## src/rtl/uftx_pkg.sv

```systemverilog
// Package: shared sizes, the captured frame type and the length rule.
// Assumes frames carry at most MAX_LEN data bits and at most two stop bits.
package uftx_pkg;

    localparam int MAX_LEN  = 9;
    localparam int MIN_LEN  = 5;
    localparam int LEN_W    = 4;
    localparam int FRAME_W  = 1 + MAX_LEN + 1 + 2;
    localparam int CNT_W    = $clog2(FRAME_W + 1);

    typedef struct packed {
        logic [FRAME_W-1:0] bits;   // line levels, bit 0 sent first
        logic [CNT_W-1:0]   nbits;  // number of bit periods in frame
    } frame_t;

    // Resolve the requested length into the number of data bits sent.
    function automatic logic [LEN_W-1:0] eff_len(input logic [LEN_W-1:0] req,
                                                 input logic par_en);
        logic [LEN_W-1:0] n;
        if (req < LEN_W'(MIN_LEN))
            n = LEN_W'(MIN_LEN);
        else if (req > LEN_W'(MAX_LEN))
            n = LEN_W'(MAX_LEN);
        else
            n = req;
        if (par_en && n == LEN_W'(MAX_LEN))
            n = LEN_W'(MAX_LEN - 1);
        return n;
    endfunction

endpackage

```

## src/rtl/uftx_tick_gen.sv

```systemverilog
// Oversampling enable divider: pulses tick once every DIV clocks while run
// is high. Restart forces the phase to zero so the first tick lands DIV
// clocks after it. Assumes DIV >= 1.
module uftx_tick_gen #(
    parameter int DIV = 4
) (
    input  logic clk,
    input  logic rst_n,
    input  logic run,
    input  logic restart,
    output logic tick
);

    generate
        if (DIV == 1) begin : g_pass
            // Every clock is a tick when the divider is trivial.
            assign tick = run;
        end else begin : g_div
            localparam int CW = $clog2(DIV);
            localparam logic [CW-1:0] LAST = CW'(DIV - 1);
            logic [CW-1:0] cnt;

            // Phase counter, held at zero while idle or on restart.
            always_ff @(posedge clk) begin
                if (!rst_n)
                    cnt <= '0;
                else if (restart || !run)
                    cnt <= '0;
                else if (cnt == LAST)
                    cnt <= '0;
                else
                    cnt <= cnt + 1'b1;
            end

            assign tick = run && (cnt == LAST);
        end
    endgenerate

endmodule

```

## src/rtl/uftx_framer.sv

```systemverilog
// Frame builder: turns a word and the format pins into the full sequence
// of line levels and its length. Pure combinational; the engine captures
// its output at acceptance. Assumes the inputs are stable that cycle.
module uftx_framer
    import uftx_pkg::*;
(
    input  logic [MAX_LEN-1:0] data,
    input  logic [LEN_W-1:0]   len,
    input  logic               par_en,
    input  logic               par_odd,
    input  logic               two_stop,
    output frame_t             frame
);

    logic [LEN_W-1:0]   n;
    logic [FRAME_W-1:0] lv;
    logic               par;

    // Lay out start, data, parity and stop levels, LSB of data first.
    always_comb begin
        n   = eff_len(len, par_en);
        lv  = '1;
        lv[0] = 1'b0;
        par = par_odd;
        for (int i = 0; i < MAX_LEN; i++) begin
            if (i < int'(n)) begin
                lv[1 + i] = data[i];
                par       = par ^ data[i];
            end
        end
        if (par_en)
            lv[1 + int'(n)] = par;
    end

    // Count of bit periods: start + data + parity + stop(s).
    always_comb begin
        frame.bits  = lv;
        frame.nbits = CNT_W'(2) + CNT_W'(n) + CNT_W'(par_en) + CNT_W'(two_stop);
    end

endmodule

```

## src/rtl/uftx_engine.sv

```systemverilog
// Shift engine: holds the captured frame, counts 16 ticks per bit and
// steps the line level at each bit boundary. Busy spans acceptance to the
// end of the last stop bit. Assumes accept is only raised while idle.
module uftx_engine
    import uftx_pkg::*;
#(
    parameter int OVS = 16
) (
    input  logic   clk,
    input  logic   rst_n,
    input  logic   accept,
    input  frame_t frm,
    input  logic   tick,
    output logic   busy,
    output logic   tx
);

    localparam int SUB_W = $clog2(OVS);
    localparam logic [SUB_W-1:0] SUB_LAST = SUB_W'(OVS - 1);

    logic [SUB_W-1:0]   sub;
    logic [FRAME_W-1:0] shreg;
    logic [CNT_W-1:0]   left;
    logic               bit_end;

    assign bit_end = busy && tick && (sub == SUB_LAST);

    // Tick counter within the current bit.
    always_ff @(posedge clk) begin
        if (!rst_n)
            sub <= '0;
        else if (accept || bit_end)
            sub <= '0;
        else if (busy && tick)
            sub <= sub + 1'b1;
    end

    // Frame sequencing: load on accept, advance one level per bit end.
    always_ff @(posedge clk) begin
        if (!rst_n) begin
            busy  <= 1'b0;
            tx    <= 1'b1;
            shreg <= '1;
            left  <= '0;
        end else if (accept) begin
            busy  <= 1'b1;
            tx    <= frm.bits[0];
            shreg <= {1'b1, frm.bits[FRAME_W-1:1]};
            left  <= frm.nbits;
        end else if (bit_end) begin
            if (left == CNT_W'(1)) begin
                busy <= 1'b0;
                tx   <= 1'b1;
            end else begin
                tx    <= shreg[0];
                shreg <= {1'b1, shreg[FRAME_W-1:1]};
                left  <= left - 1'b1;
            end
        end
    end

endmodule

```

## src/rtl/uart_frame_tx.sv

```systemverilog
// Top: valid/ready word intake, per-frame format capture and serial output.
// Each bit lasts OVS ticks of a divide-by-TICK_DIV enable.
// Assumes a synchronous active-low reset and a single clock domain.
module uart_frame_tx
    import uftx_pkg::*;
#(
    parameter int TICK_DIV = 4,
    parameter int OVS      = 16
) (
    input  logic               clk,
    input  logic               rst_n,
    input  logic               in_valid,
    output logic               in_ready,
    input  logic [MAX_LEN-1:0] in_data,
    input  logic [LEN_W-1:0]   cfg_len,
    input  logic               cfg_par_en,
    input  logic               cfg_par_odd,
    input  logic               cfg_two_stop,
    output logic               tx_out
);

    frame_t frm;
    logic   busy;
    logic   accept;
    logic   tick;

    // Handshake: take a word only while no frame is running.
    assign accept   = in_valid && !busy;
    assign in_ready = !busy;

    uftx_framer u_framer (
        .data     (in_data),
        .len      (cfg_len),
        .par_en   (cfg_par_en),
        .par_odd  (cfg_par_odd),
        .two_stop (cfg_two_stop),
        .frame    (frm)
    );

    uftx_tick_gen #(.DIV(TICK_DIV)) u_tick (
        .clk     (clk),
        .rst_n   (rst_n),
        .run     (busy),
        .restart (accept),
        .tick    (tick)
    );

    uftx_engine #(.OVS(OVS)) u_engine (
        .clk    (clk),
        .rst_n  (rst_n),
        .accept (accept),
        .frm    (frm),
        .tick   (tick),
        .busy   (busy),
        .tx     (tx_out)
    );

endmodule

```

## config.mk

```make
export PLATFORM = sky130hd
export DESIGN_NAME = uart_frame_tx
export DESIGN_NICKNAME = d
export VERILOG_FILES = /design/src/rtl/uftx_pkg.sv /design/src/rtl/uftx_tick_gen.sv /design/src/rtl/uftx_framer.sv /design/src/rtl/uftx_engine.sv /design/src/rtl/uart_frame_tx.sv
export SDC_FILE = /design/constraint.sdc
export NUM_CORES = 1
export LEC_CHECK = 0
export BUFFER_PORTS_ARGS = -buffer_cell sky130_fd_sc_hd__buf_2
export CAP_MARGIN = 20
export CORE_MARGIN = 2
export CORE_UTILIZATION = 50
export DETAILED_ROUTE_END_ITERATION = 12
export HOLD_SLACK_MARGIN = 0.15
export PLACE_DENSITY = 0.73
export SLEW_MARGIN = 0
export SYNTH_ARGS = -nofsm -noshare
export SYNTH_HDL_FRONTEND = slang
export SYNTH_SLANG_ARGS = --single-unit
```

## constraint.sdc

```tcl
create_clock -name clk -period 4.3 [get_ports clk]
set_input_delay 0.86 -clock clk [delete_from_list [all_inputs] [get_ports clk]]
set_output_delay 0.86 -clock clk [all_outputs]
set_load 0.05 [all_outputs]
```

Word-level counts from Yosys, hierarchy flattened
Index checks and enable logic that the tools add are counted.
Widths: inputs -> output; s select.
{ "word_totals": {"register_bits": 24, "inputBits": 19} }
{ "classes": {"addsub": 7, "order_cmp": 13, "eq_ne": 5, "mux": 37, "n_bitwise": 10, "reduce_logical": 15} }
{ "ops": {"columns": ["op", "n"], "rows": [
  ["$mux 12", 3],
  ["$ge 32x1->1 const B", 1],
  ["$lt 32x6->1 const B", 1],
  ["$mux 1", 25],
  ["$mux 4", 6],
  ["$lt 3x4->1 const A", 4],
  ["$bwmux 13", 1],
  ["$mux 13", 1],
  ["$xor 1x1->1", 9],
  ["$add 4x1->4", 2],
  ["$eq 4x4->1 const B", 2],
  ["$lt 1x4->1 const A", 2],
  ["$lt 2x4->1 const A", 2],
  ["$logic_and 1x1->1", 6],
  ["$add 1x4->5 const A", 1],
  ["$add 2x4->4 const A", 1],
  ["$add 4x1->4 const B", 1],
  ["$demux 1 s4", 1],
  ["$eq 4x1->1 const B", 1],
  ["$gt 4x4->1 const B", 1],
  ["$lt 4x3->1 const B", 1],
  ["$lt 4x4->1 const A", 1],
  ["$reduce_and 2->1", 2],
  ["$reduce_bool 2->1", 2],
  ["9 further kinds", 10]
]} }

Depth between registers and ports, before layout
Gate-level depths: netlist of the first run.
{ "depth": {"ltp_word": 27, "ltp_mapped": 9, "mapped_depth_nobuf": 8} }

Hierarchy
A second synthesis of the first run with hierarchy kept.
{ "hier_totals": {"cells_unflattened": 192, "hier_area_um2": 1571.5} }
{ "modules_own_cells": {"columns": ["mod", "n_inst", "cells_each", "area_each_um2", "seq_area_each_um2"], "rows": [
  ["uftx_engine", 1, 134, 1131.1, 440.4],
  ["uftx_framer", 1, 48, 349.1, 0.0],
  ["uftx_tick_gen", 1, 8, 81.3, 40.0],
  ["uart_frame_tx", 1, 2, 10.0, 0.0]
]} }

Least setup slack after synthesis of the first run
OpenSTA, ideal clock, no wires.
{ "synth_timing": {"kind": "input -> register", "from": "input cfg_len[3]", "to": "register u_engine.left[1]", "setup_time_ns": 0.065, "arrival_time_ns": 2.435, "required_ns": 4.235, "slack_ns": 1.800, "cell_stages": 9, "path_buffers": 1, "path_cell_list": "buf_2 > or4b_1 > o211ai_2 > fa_1 > ha_1 > and2_1 > a211oi_1 > a21oi_1 > nor2b_1"} }
{ "synth_between": {"elab_chain_len": 10, "elab_cells_between_ends": 11, "cone_classes": "3 x add/sub; 2 x order compare; 1 x eq/ne; 4 x mux; 1 x reduce/logical"} }
{ "synth_rtl": {"columns": ["element", "line_no", "source"], "rows": [
  ["start, declared", "uart_frame_tx.sv:15", "input logic [LEN_W-1:0] cfg_len,"],
  ["$gt 4x4->1", "uftx_pkg.sv:22", "else if (req > LEN_W'(MAX_LEN))"],
  ["$mux 4", "uftx_pkg.sv:22", null],
  ["$mux 4 (*)", "uftx_pkg.sv:20", "if (req < LEN_W'(MIN_LEN))"],
  ["$eq 4x4->1", "uftx_pkg.sv:26", "if (par_en && n == LEN_W'(MAX_LEN))"],
  ["$logic_and 1x1->1", "uftx_pkg.sv:26", null],
  ["$mux 4 (*)", "uftx_pkg.sv:26", null],
  ["$add 2x4->4 (*)", "uftx_framer.sv:38", "frame.nbits = CNT_W'(2) + CNT_W'(n) + CNT_W'(par_en) + CNT_W'(two_stop);"],
  ["$add 4x1->4 (*) (2 in series)", "uftx_framer.sv:38", null],
  ["$mux 4 (*)", "uftx_engine.sv:45", "end else if (accept) begin"],
  ["end signal, assigned", "uftx_engine.sv:49", "left <= frm.nbits;"],
  ["end signal, assigned", "uftx_engine.sv:57", "left <= left - 1'b1;"],
  ["end, declared", "uftx_engine.sv:23", "logic [CNT_W-1:0] left;"]
]} }
Mark *: on every way between the ends. The rest lies on a longest branch, timed or not.
A chain may end at the register's enable or synchronous reset.

Worst setup path in the final report of the first run
{ "layout_timing": {"from": "input in_valid", "to": "register u_engine.left[3]"} }
{ "layout_between": {"elab_chain_len": 3, "elab_cells_between_ends": 5, "cone_classes": "1 x eq/ne; 1 x mux; 3 x reduce/logical"} }
{ "layout_rtl": {"columns": ["element", "line_no", "source"], "rows": [
  ["start, declared", "uart_frame_tx.sv:12", "input logic in_valid,"],
  ["$logic_and 1x1->1 (*)", "uart_frame_tx.sv:28", "assign accept = in_valid && !busy;"],
  ["$ne 2x1->1 (no line) or $reduce_bool 2->1 (tied branches)", null, null],
  ["$reduce_and 2->1 (no line)", null, null]
]} }
Marked as above.

==> flow_summary.toml, run 1 <==
[worst_setup_path]
cpPeakStageDelay_ns = 0.91
crit_start = "in_valid"
worstPathRequired_ns = 4.50
worst_ep_arrival_time_ns = 2.74
worst_setup_path_type = "in2reg"
setup.worst_path.end_class = "flop"
timing.critical_path.cells = "buf_2, nand2b_1, o31a_1, a21oi_1, o221a_2"
path_max_fanout = 31
crit_path_slowest_cell = "sky130_fd_sc_hd__o31a_1"
r2r_start = "u_engine.busy"
worst_setup_sp_type = "primary input"

[sta]
rsz0062_at_grt = "no"
fin_crit_ns = 2.53
clock.fmax_mhz = 395
hold_viol_final = 0
finClkSkew_ns = 0.00673
timing.final.crit_share = 0.589
setup-tns-final_ns = 0
timing.final.max_slew_violations = 0
timing.max_slew.rel_slack = 0.330
tightestPinTransition_ns = 1.00
setup-violations-final = 0

[power]
switching_power_mw = 0.136
cellLeakagePower_nw = 0.621
power_frac_clock = 0.209
peakVddDrop_uv = 223
power_density_relative_to_cell_area_mw_per_mm2 = 301
intPower_mw = 0.319
power.share.sequential = 0.535
power.share.switching = 0.299
power.combinational.fraction = 0.255

[clock_network]
clockRootBuffer = "sky130_fd_sc_hd__clkbuf_4"
post_cts_hold_buffer_count = 0
clock_sinks = 24
cts_buffers = 3
cts-resized-gates = 0
clk_pin_slew_ns = 0.13
post-cts-setup-buffer-count = 0
cts.path.max_buffers = 2
clock_insertion_delay_worst_skew_ns = 0.30
h_tree_depth_reported_by_cts = 1
cts_tree = "yes"

[floorplan]
core_area_mm2 = 0.00271
die_width_um = 56.8
starting_density_of_the_core = 0.514
design.die.area_mm2 = 0.00322
num_io_pins = 21
row_count = 19
die_y_um = 56.8

[place]
gp_routability_congestion = 0.874
numPortBuffers = 20
dp_cells = 213
post-dp-hpwl_mm = 2.10

[flow_run]
max_cap_viol_count = 0

[cells_and_area]
stdcell_count = 216
syn2layout_area_growth_pct = 8.80
final_common_cell = "sky130_fd_sc_hd__dfxtp_1"
finalNetCount = 212
antenna_cells = 0
final_cell_mix = "sky130_fd_sc_hd__dfxtp_1, sky130_fd_sc_hd__nor2_1, sky130_fd_sc_hd__buf_2"
layout-drive-gt1-share = 0.151

[global_route]
grt_resource_usage_total = 0.182
initial_antenna_violation_count = 0
grt_first_pass_wirelength_mm = 4.76
grt-ovfl-total = 0
vias_in_the_first_global_route = 1092
maximum_number_of_pins_on_one_net_before_global_route_repair = 32

[route]
routed_wirelength_mm = 2.81
antenna_violating_nets_remaining = 0
drt_iter0_markers = 36
drt_drc_violations_left = 0
dr_total_vias = 1259
detail_route.vias_per_cell = 5.83
routed_wire_length_per_instance_um = 13.0
drt_pre_antenna_iters = 4

[synth]
ys_warn_count = 0
postSynthNetCount = 196
synth_cell_type_count = 40
syn_area_per_cell_um2 = 8.14
part_of_the_yosys_area_used_for_sequential_elements = 0.345
syn_area_mm2 = 0.00139
synthCells = 171
synthesis_stage_register_bit_count = 24

[outcome]
run_status = "finished, final reports clean"

[min_path]
min-delay-path-class = "reg2reg"
hp-start = "u_tick.g_div.cnt[0]"
Yosys cell counts:
cell type,instances,area share
sky130_fd_sc_hd__a211oi_1,2,0.011
sky130_fd_sc_hd__a21oi_1,11,0.040
sky130_fd_sc_hd__a311oi_1,1,0.0063
sky130_fd_sc_hd__a31o_2,1,0.0063
sky130_fd_sc_hd__a31oi_1,2,0.0090
sky130_fd_sc_hd__and2_1,3,0.013
sky130_fd_sc_hd__and4b_1,1,0.0072
sky130_fd_sc_hd__buf_1,1,0.0027
sky130_fd_sc_hd__buf_2,7,0.025
sky130_fd_sc_hd__clkbuf_1,2,0.0054
sky130_fd_sc_hd__dfxtp_1,24,0.35
sky130_fd_sc_hd__fa_1,1,0.014
sky130_fd_sc_hd__ha_1,5,0.045
sky130_fd_sc_hd__inv_1,6,0.016
sky130_fd_sc_hd__nand2_1,19,0.051
sky130_fd_sc_hd__nand2b_1,1,0.0045
sky130_fd_sc_hd__nand3_1,7,0.025
sky130_fd_sc_hd__nand3_2,1,0.0072
sky130_fd_sc_hd__nand3b_1,3,0.016
sky130_fd_sc_hd__nor2_1,20,0.054
sky130_fd_sc_hd__nor2b_1,4,0.018
sky130_fd_sc_hd__nor3_1,7,0.025
sky130_fd_sc_hd__nor3b_1,2,0.011
sky130_fd_sc_hd__nor4b_1,1,0.0063
sky130_fd_sc_hd__o211a_1,1,0.0072
sky130_fd_sc_hd__o211ai_1,1,0.0054
sky130_fd_sc_hd__o211ai_2,1,0.0090
sky130_fd_sc_hd__o21a_1,2,0.011
sky130_fd_sc_hd__o21ai_0,7,0.025
sky130_fd_sc_hd__o221a_2,1,0.0081
sky130_fd_sc_hd__o221ai_1,1,0.0063
sky130_fd_sc_hd__o2bb2ai_1,1,0.0063
sky130_fd_sc_hd__o311ai_0,5,0.031
sky130_fd_sc_hd__o31a_1,1,0.0063
sky130_fd_sc_hd__o31ai_1,2,0.011
sky130_fd_sc_hd__or3_1,2,0.0090
sky130_fd_sc_hd__or4b_1,1,0.0072
sky130_fd_sc_hd__xnor2_1,7,0.044
sky130_fd_sc_hd__xor2_1,5,0.031
sky130_fd_sc_hd__xor3_1,1,0.017
stage by stage:
stage          setup slack [ns]  power (mW)  instance area, um2  hold WS (ns)   util
6_report                   1.77       0.455                1520         0.443  0.559
2_1_floorplan              1.80       0.334                1390         0.408      -
3_5_place_dp               1.45       0.365                1490         0.428  0.551
4_1_cts                    1.79       0.459                1520         0.445  0.559
5_1_grt                    1.58       0.483                1520         0.461  0.559
3_3_place_gp               1.55       0.360                1490         0.418  0.551
state kept, by name (all words and copies together) (netlist names):
name and cells:
u_tick.g_div.cnt 2, u_engine.shreg 12, u_engine.tx 1, u_engine.sub 4
u_engine.busy 1, u_engine.left 4
final timing paths:
check / end / slack, ns / depth (start not counted)
worst max-delay path: u_engine.left[3] / 1.77 / 5
worst min-delay path: u_tick.g_div.cnt[0] / 0.44 / 1
worst max register to register: u_engine.left[3] / 1.86 / 4
worst min register to register: u_tick.g_div.cnt[0] / 0.44 / 1
metal layers:
metal / share of wire / wire [um] / track usage / up-vias
met5: 0 / 0 / 0 / -
met4: 0.013 / 36 / 0.0565 / 0
met3: 0.038 / 108 / 0.0276 / 4
met2: 0.50 / 1400 / 0.312 / 31
met1: 0.45 / 1270 / 0.234 / 593
li1: - / - / - / 631
critical path, delay by kind of cell:
family,cells,cell delay [ns]
AO/OA/AOI/OAI,3,1.30
AND/OR/NAND/NOR,1,0.46
buffers and inverters,1,0.11
cell families after synthesis:
group	Yosys count	synth area share
compound gates	40	0.199
xor+xnor	13	0.0925
fa+ha+maj	6	0.0593
buf+inv	16	0.0494
flops	24	0.345
simple gates	72	0.255
final cells by class:
cell class	count	area, um2
Multi-Input combinational cell	131	843
Fill cell	282	1190
Tap cell	31	38.8
Timing Repair Buffer	21	108
Inverter	6	22.5
Sequential cell	24	480
Clock buffer	3	22.5
power by group through the flow:
stage	logic [mW]	registers (mW)	clock network (mW)
after global placement	0.112	0.248	0
after global routing	0.129	0.246	0.109
final	0.116	0.244	0.0953
after floorplan	0.0855	0.249	0
after detailed placement	0.116	0.249	0
after CTS	0.117	0.244	0.0983
(Power assumes the default switching activity.)
==> run 2, diff against run 1 <==
- ABC_AREA: not set -> 1
- clock period: 4.3 -> 2.58 ns (I/O delays scaled with it)
==> flow_summary.toml, run 2 <==
[sta]
finClkSkew_ns = 0.00254
setup-tns-final_ns = 0
timing.max_slew.rel_slack = 0.705
timing.final.crit_share = 0.741
setup-violations-final = 0
postLayoutSetupSlackWorst_ns = 0.669
fin_crit_ns = 1.91
hold_viol_final = 0
fin_hold_ws_ns = 0.441
rsz0062_at_grt = "no"
clock.fmax_mhz = 523
tightestPinTransition_ns = 0.439
timing.final.max_slew_violations = 0

[place]
post-dp-hpwl_mm = 2.10
numPortBuffers = 20
dp_cells = 258
post_dp_cell_area_mm2 = 0.00160
dp_slack_ns = 0.359
gp_routability_congestion = 0.744

[cells_and_area]
seq_area_um2 = 480
largest_register_ffs = 12
multi_input_comb_area_um2 = 843
num-fill-cells = 270
antenna_cells = 0
syn2layout_area_growth_pct = 9.64
finalNetCount = 257
layout.core_utilization = 0.583
registers.top_by_ff_count = "u_engine.shreg"
finalInstanceArea_mm2 = 0.00162
biggestRegsByFlops = "u_engine.shreg: 12 flops, u_engine.left: 4 flops, u_engine.sub: 4 flops"
layout-drive-gt1-share = 0.183
final_cell_mix = "sky130_fd_sc_hd__nand2_1, sky130_fd_sc_hd__inv_1, sky130_fd_sc_hd__dfxtp_1"
final_common_cell = "sky130_fd_sc_hd__nand2_1"
stdcell_count = 261

[floorplan]
starting_density_of_the_core = 0.532
design.die.area_mm2 = 0.00341
row_count = 19
core_area_mm2 = 0.00278
num_io_pins = 21
die_width_um = 58.4
die_y_um = 58.4

[flow_run]
max_cap_viol_count = 0

[route]
drt_drc_violations_left = 1
detail_route.vias_per_cell = 5.17
antenna_violating_nets_remaining = 0
dr_total_vias = 1350
routed_wirelength_mm = 2.73
drt_iter0_markers = 38
drt_pre_antenna_iters = 8
routed_wire_length_per_instance_um = 10.5

[synth]
synth_compound_area_frac = 0.138
synth_cell_type_count = 36
netlist_top_cells_area = "sky130_fd_sc_hd__dfxtp_1, sky130_fd_sc_hd__nand2_1, sky130_fd_sc_hd__inv_1, sky130_fd_sc_hd__a21oi_1, sky130_fd_sc_hd__nor2_1"
most_common_cell_in_the_netlist = "sky130_fd_sc_hd__nand2_1"
synth_top_family_by_area = "simple AND/OR/NAND/NOR gates"
synth_top_cells_by_count = "sky130_fd_sc_hd__nand2_1, sky130_fd_sc_hd__inv_1, sky130_fd_sc_hd__dfxtp_1"
part_of_the_yosys_area_used_for_sequential_elements = 0.325
synth-adder-area-share = 0.0558
syn_area_per_cell_um2 = 7.05
synth.mux.area_fraction = 0
synthesis_stage_register_bit_count = 24
postSynthNetCount = 235
postSynth.asyncResetShare = 0
ys_warn_count = 0
synthCells = 210
syn_area_mm2 = 0.00148
synth_xor_xnor_area_share = 0.0524
synthSimpleGateAreaFrac = 0.324
yosys.area.top_type = "sky130_fd_sc_hd__dfxtp_1"
synthFlopType = "sky130_fd_sc_hd__dfxtp_1"
synth-edff-count = 0
yosys.area.top_type_share = 0.325

[worst_setup_path]
cpPeakStageDelay_ns = 0.42
worstPathRequired_ns = 2.82
timing.critical_path.cells = "buf_2, nor2_1, nand2_1, nand2_1, o21ai_0, fa_1, ha_1, xnor2_1, a21oi_1, o21ai_0, a21oi_1"
worst_setup_path_type = "in2reg"
path_delay_family = "adder cells"
path_max_fanout = 4
timing.critical_path.buf_inv = 1
worst_ep_arrival_time_ns = 2.15
worst_setup_sp_type = "primary input"
crit_path_slowest_cell = "sky130_fd_sc_hd__fa_1"
setup.worst_path.end_class = "flop"

[clock_network]
cts_tree = "yes"
post-cts-setup-buffer-count = 0
clk_pin_slew_ns = 0.12
clock_sinks = 24
cts.path.max_buffers = 2
cts-resized-gates = 0
clockRootBuffer = "sky130_fd_sc_hd__clkbuf_4"
h_tree_depth_reported_by_cts = 1
post_cts_hold_buffer_count = 0
cts_buffers = 3
clock_insertion_delay_worst_skew_ns = 0.31

[global_route]
maximum_number_of_pins_on_one_net_before_global_route_repair = 21
grt_first_pass_wirelength_mm = 4.94
vias_in_the_first_global_route = 1228
initial_antenna_violation_count = 0
grt-ovfl-total = 0
grt_resource_usage_total = 0.181

[outcome]
failed_checks = "design-rule violations"
run_status = "finished, violations left"

[min_path]
min-delay-path-class = "reg2reg"

[power]
peakVddDrop_uv = 273
post-layout-total-power_mw = 0.762
power_density_relative_to_cell_area_mw_per_mm2 = 469
cellLeakagePower_nw = 0.792
-- run 2: cell count changes in the layout (fill, tap and decap cells not counted), moves of 5 or more --
| cell | previous run | this run |
|---|---|---|
| sky130_fd_sc_hd__nand2_1 | 19 | 45 |
| sky130_fd_sc_hd__inv_1 | 6 | 26 |
| sky130_fd_sc_hd__nand3_1 | 7 | 14 |
| sky130_fd_sc_hd__o21ai_0 | 7 | 13 |
| sky130_fd_sc_hd__nand2_2 | 0 | 5 |
| sky130_fd_sc_hd__o311ai_0 | 5 | 0 |
-- run 2: logic make-up after synthesis --
group,count (synthesis)
adder cells (fa/ha/maj),6
AO/OA/AOI/OAI,37
XOR/XNOR,8
flip-flops,24
AND/OR/NAND/NOR,99
buffers and inverters,36
-- run 2: where the power goes --
part           internal, mW  switching (mW)
Sequential            0.392          0.0134
Combinational        0.0720           0.123
Clock                0.0547           0.106
-- run 2: layer usage --
| metal | up-vias | routed length [um] | global-route usage |
|---|---|---|---|
| met5 | - | 0 | 0 |
| met4 | 0 | 44 | 0.0598 |
| met3 | 4 | 112 | 0.0220 |
| met2 | 26 | 1250 | 0.313 |
| met1 | 599 | 1320 | 0.232 |
| li1 | 721 | - | - |
-- run 2: area by class of cell --
cell class / instances / area share
clock buffer: 3 / 0.0139
inverter: 32 / 0.0802
multi-input combinational: 150 / 0.520
sequential: 24 / 0.296
tap: 31 / 0.0239
timing repair buffer: 21 / 0.0663
-- run 2: worst paths after layout --
path | from | endpoint | slack [ns] | cells after the start
max reg2reg | u_tick.g_div.cnt[0] | u_engine.shreg[6] | 0.83 | 10
min | u_tick.g_div.cnt[0] | u_tick.g_div.cnt[0] | 0.44 | 1
min reg2reg | u_tick.g_div.cnt[0] | u_tick.g_div.cnt[0] | 0.44 | 1
max | cfg_len[0] | u_engine.left[2] | 0.67 | 11
-- run 2: worst reg2reg max path: cells and delay by family, from the launching register on --
kind            cells  cell delay [ns]
fa+ha+maj           1             0.22
simple gates        6             0.78
compound gates      2             0.23
buf+inv             1             0.07
flops               1             0.35
==> run 3, diff against run 2 <==
- clock period: 2.58 -> 1.9 ns (I/O delays scaled with it)
==> flow_summary.toml, run 3 (synthesis results as in run 2) <==
[route]
routed_wirelength_mm = 2.94
antenna_violating_nets_remaining = 0
drt_pre_antenna_iters = 4
routed_wire_length_per_instance_um = 10.7
drt_drc_violations_left = 0
dr_total_vias = 1398
drt_iter0_markers = 44
detail_route.vias_per_cell = 5.10

[cells_and_area]
layout-drive-gt1-share = 0.230
seq_area_um2 = 480
layout.core_utilization = 0.628
syn2layout_area_growth_pct = 17.9
antenna_cells = 0
biggestRegsByFlops = "u_engine.shreg: 12 flops, u_engine.left: 4 flops, u_engine.sub: 4 flops"
final_cell_mix = "sky130_fd_sc_hd__nand2_1, sky130_fd_sc_hd__inv_1, sky130_fd_sc_hd__dfxtp_1"
largest_register_ffs = 12
final_common_cell = "sky130_fd_sc_hd__nand2_1"
finalNetCount = 269
stdcell_count = 274
num-fill-cells = 268
multi_input_comb_area_um2 = 846
registers.top_by_ff_count = "u_engine.shreg"

[worst_setup_path]
path_delay_family = "simple AND/OR/NAND/NOR gates"
worstPathRequired_ns = 2.16
cp_common_cell = "sky130_fd_sc_hd__nand2_2"
timing.critical_path.cells = "ha_1, nand2_2, nor3_4, nand2_2, nand2_2, nand2_4, inv_4, nor2_4, inv_4, nor2_1, a31oi_1"
cpPeakStageDelay_ns = 0.36
worst_ep_arrival_time_ns = 1.94
setup.worst_path.end_class = "flop"
timing.critical_path.buf_inv = 2
worst_setup_sp_type = "flop"
worst_setup_path_type = "reg2reg"
crit_path_slowest_cell = "sky130_fd_sc_hd__dfxtp_1"
path_max_fanout = 9

[power]
peakVddDrop_uv = 559
post-layout-total-power_mw = 1.21
cellLeakagePower_nw = 0.863
power_density_relative_to_cell_area_mw_per_mm2 = 695

[flow_run]
max_cap_viol_count = 0

[sta]
clock.fmax_mhz = 596
fin_crit_ns = 1.68
hold_viol_final = 0
rsz0062_at_grt = "no"
tightestPinTransition_ns = 0.247
finClkSkew_ns = 0.00930
postLayoutSetupSlackWorst_ns = 0.223
timing.max_slew.rel_slack = 0.837
timing.final.crit_share = 0.883
timing.final.max_slew_violations = 0
setup-violations-final = 0

[global_route]
maximum_number_of_pins_on_one_net_before_global_route_repair = 15
initial_antenna_violation_count = 0
grt-ovfl-total = 0
grt_resource_usage_total = 0.191
grt_first_pass_wirelength_mm = 5.15
vias_in_the_first_global_route = 1259

[floorplan]
num_io_pins = 21
die_width_um = 58.4
starting_density_of_the_core = 0.532
die_y_um = 58.4
row_count = 19
design.die.area_mm2 = 0.00341
core_area_mm2 = 0.00278

[clock_network]
post_cts_hold_buffer_count = 0
clock_sinks = 24
cts_tree = "yes"
clockRootBuffer = "sky130_fd_sc_hd__clkbuf_4"
clock_insertion_delay_worst_skew_ns = 0.32
cts.path.max_buffers = 2
h_tree_depth_reported_by_cts = 1
cts_buffers = 3
clk_pin_slew_ns = 0.14

[place]
numPortBuffers = 20
dp_cells = 270
post-dp-hpwl_mm = 2.36
dp_slack_ns = -0.167
gp_routability_congestion = 0.834

[min_path]
min-delay-path-class = "in2reg"

[outcome]
run_status = "finished, final reports clean"
==> run 3: repair_timing <==
action                                  4_1_cts  5_1_grt
endpoints found under the setup margin        0        1
gates resized for setup                       0        2
buffers inserted                              0        0
==> run 3: area by class of cell <==
type / instances / area share
Timing Repair Buffer: 33 / 0.113
Tap cell: 31 / 0.0222
Multi-Input combinational cell: 150 / 0.485
Inverter: 32 / 0.0746
Clock buffer: 3 / 0.0129
Sequential cell: 24 / 0.275
Clock inverter: 1 / 0.0172
==> run 3: layer usage <==
metal,GRT usage,up-vias,share of wire,routed length (um)
li1,-,748,-,-
met1,0.230,620,0.47,1370
met2,0.350,25,0.49,1430
met3,0.0132,5,0.029,84
met4,0.0797,0,0.017,50
met5,0,-,0,0
==> run 3: path summary, 6_finish.rpt <==
check	from	end	slack [ns]	depth (start not counted)
setup / recovery	u_tick.g_div.cnt[0]	u_engine.shreg[10]	0.22	11
hold / removal	in_data[0]	u_engine.shreg[0]	0.33	3
setup reg to reg	u_tick.g_div.cnt[0]	u_engine.shreg[10]	0.22	11
hold reg to reg	u_tick.g_div.cnt[0]	u_tick.g_div.cnt[0]	0.44	1
==> run 3: worst register-to-register path, delay by kind of cell, from the launching register on <==
kind / cells / cell delay, ns
AO/OA/AOI/OAI: 1 / 0.14
buffers and inverters: 2 / 0.20
adder cells (fa/ha/maj): 1 / 0.23
AND/OR/NAND/NOR: 7 / 0.70
flip-flops: 1 / 0.36
==> run 3: where the power goes <==
part           total, mW  switching, mW  internal, mW
clock              0.373          0.160         0.213
sequential         0.551         0.0180         0.533
combinational      0.289          0.173         0.115
==> run 3: through the flow <==
step	TNS [ns]	cell area [um2]	hold WS, ns
2_1_floorplan	0	1480	0.399
3_3_place_gp	-0.158	1690	0.412
3_5_place_dp	-0.247	1690	0.419
4_1_cts	0	1740	0.327
5_1_grt	0	1750	0.345
6_report	0	1750	0.330
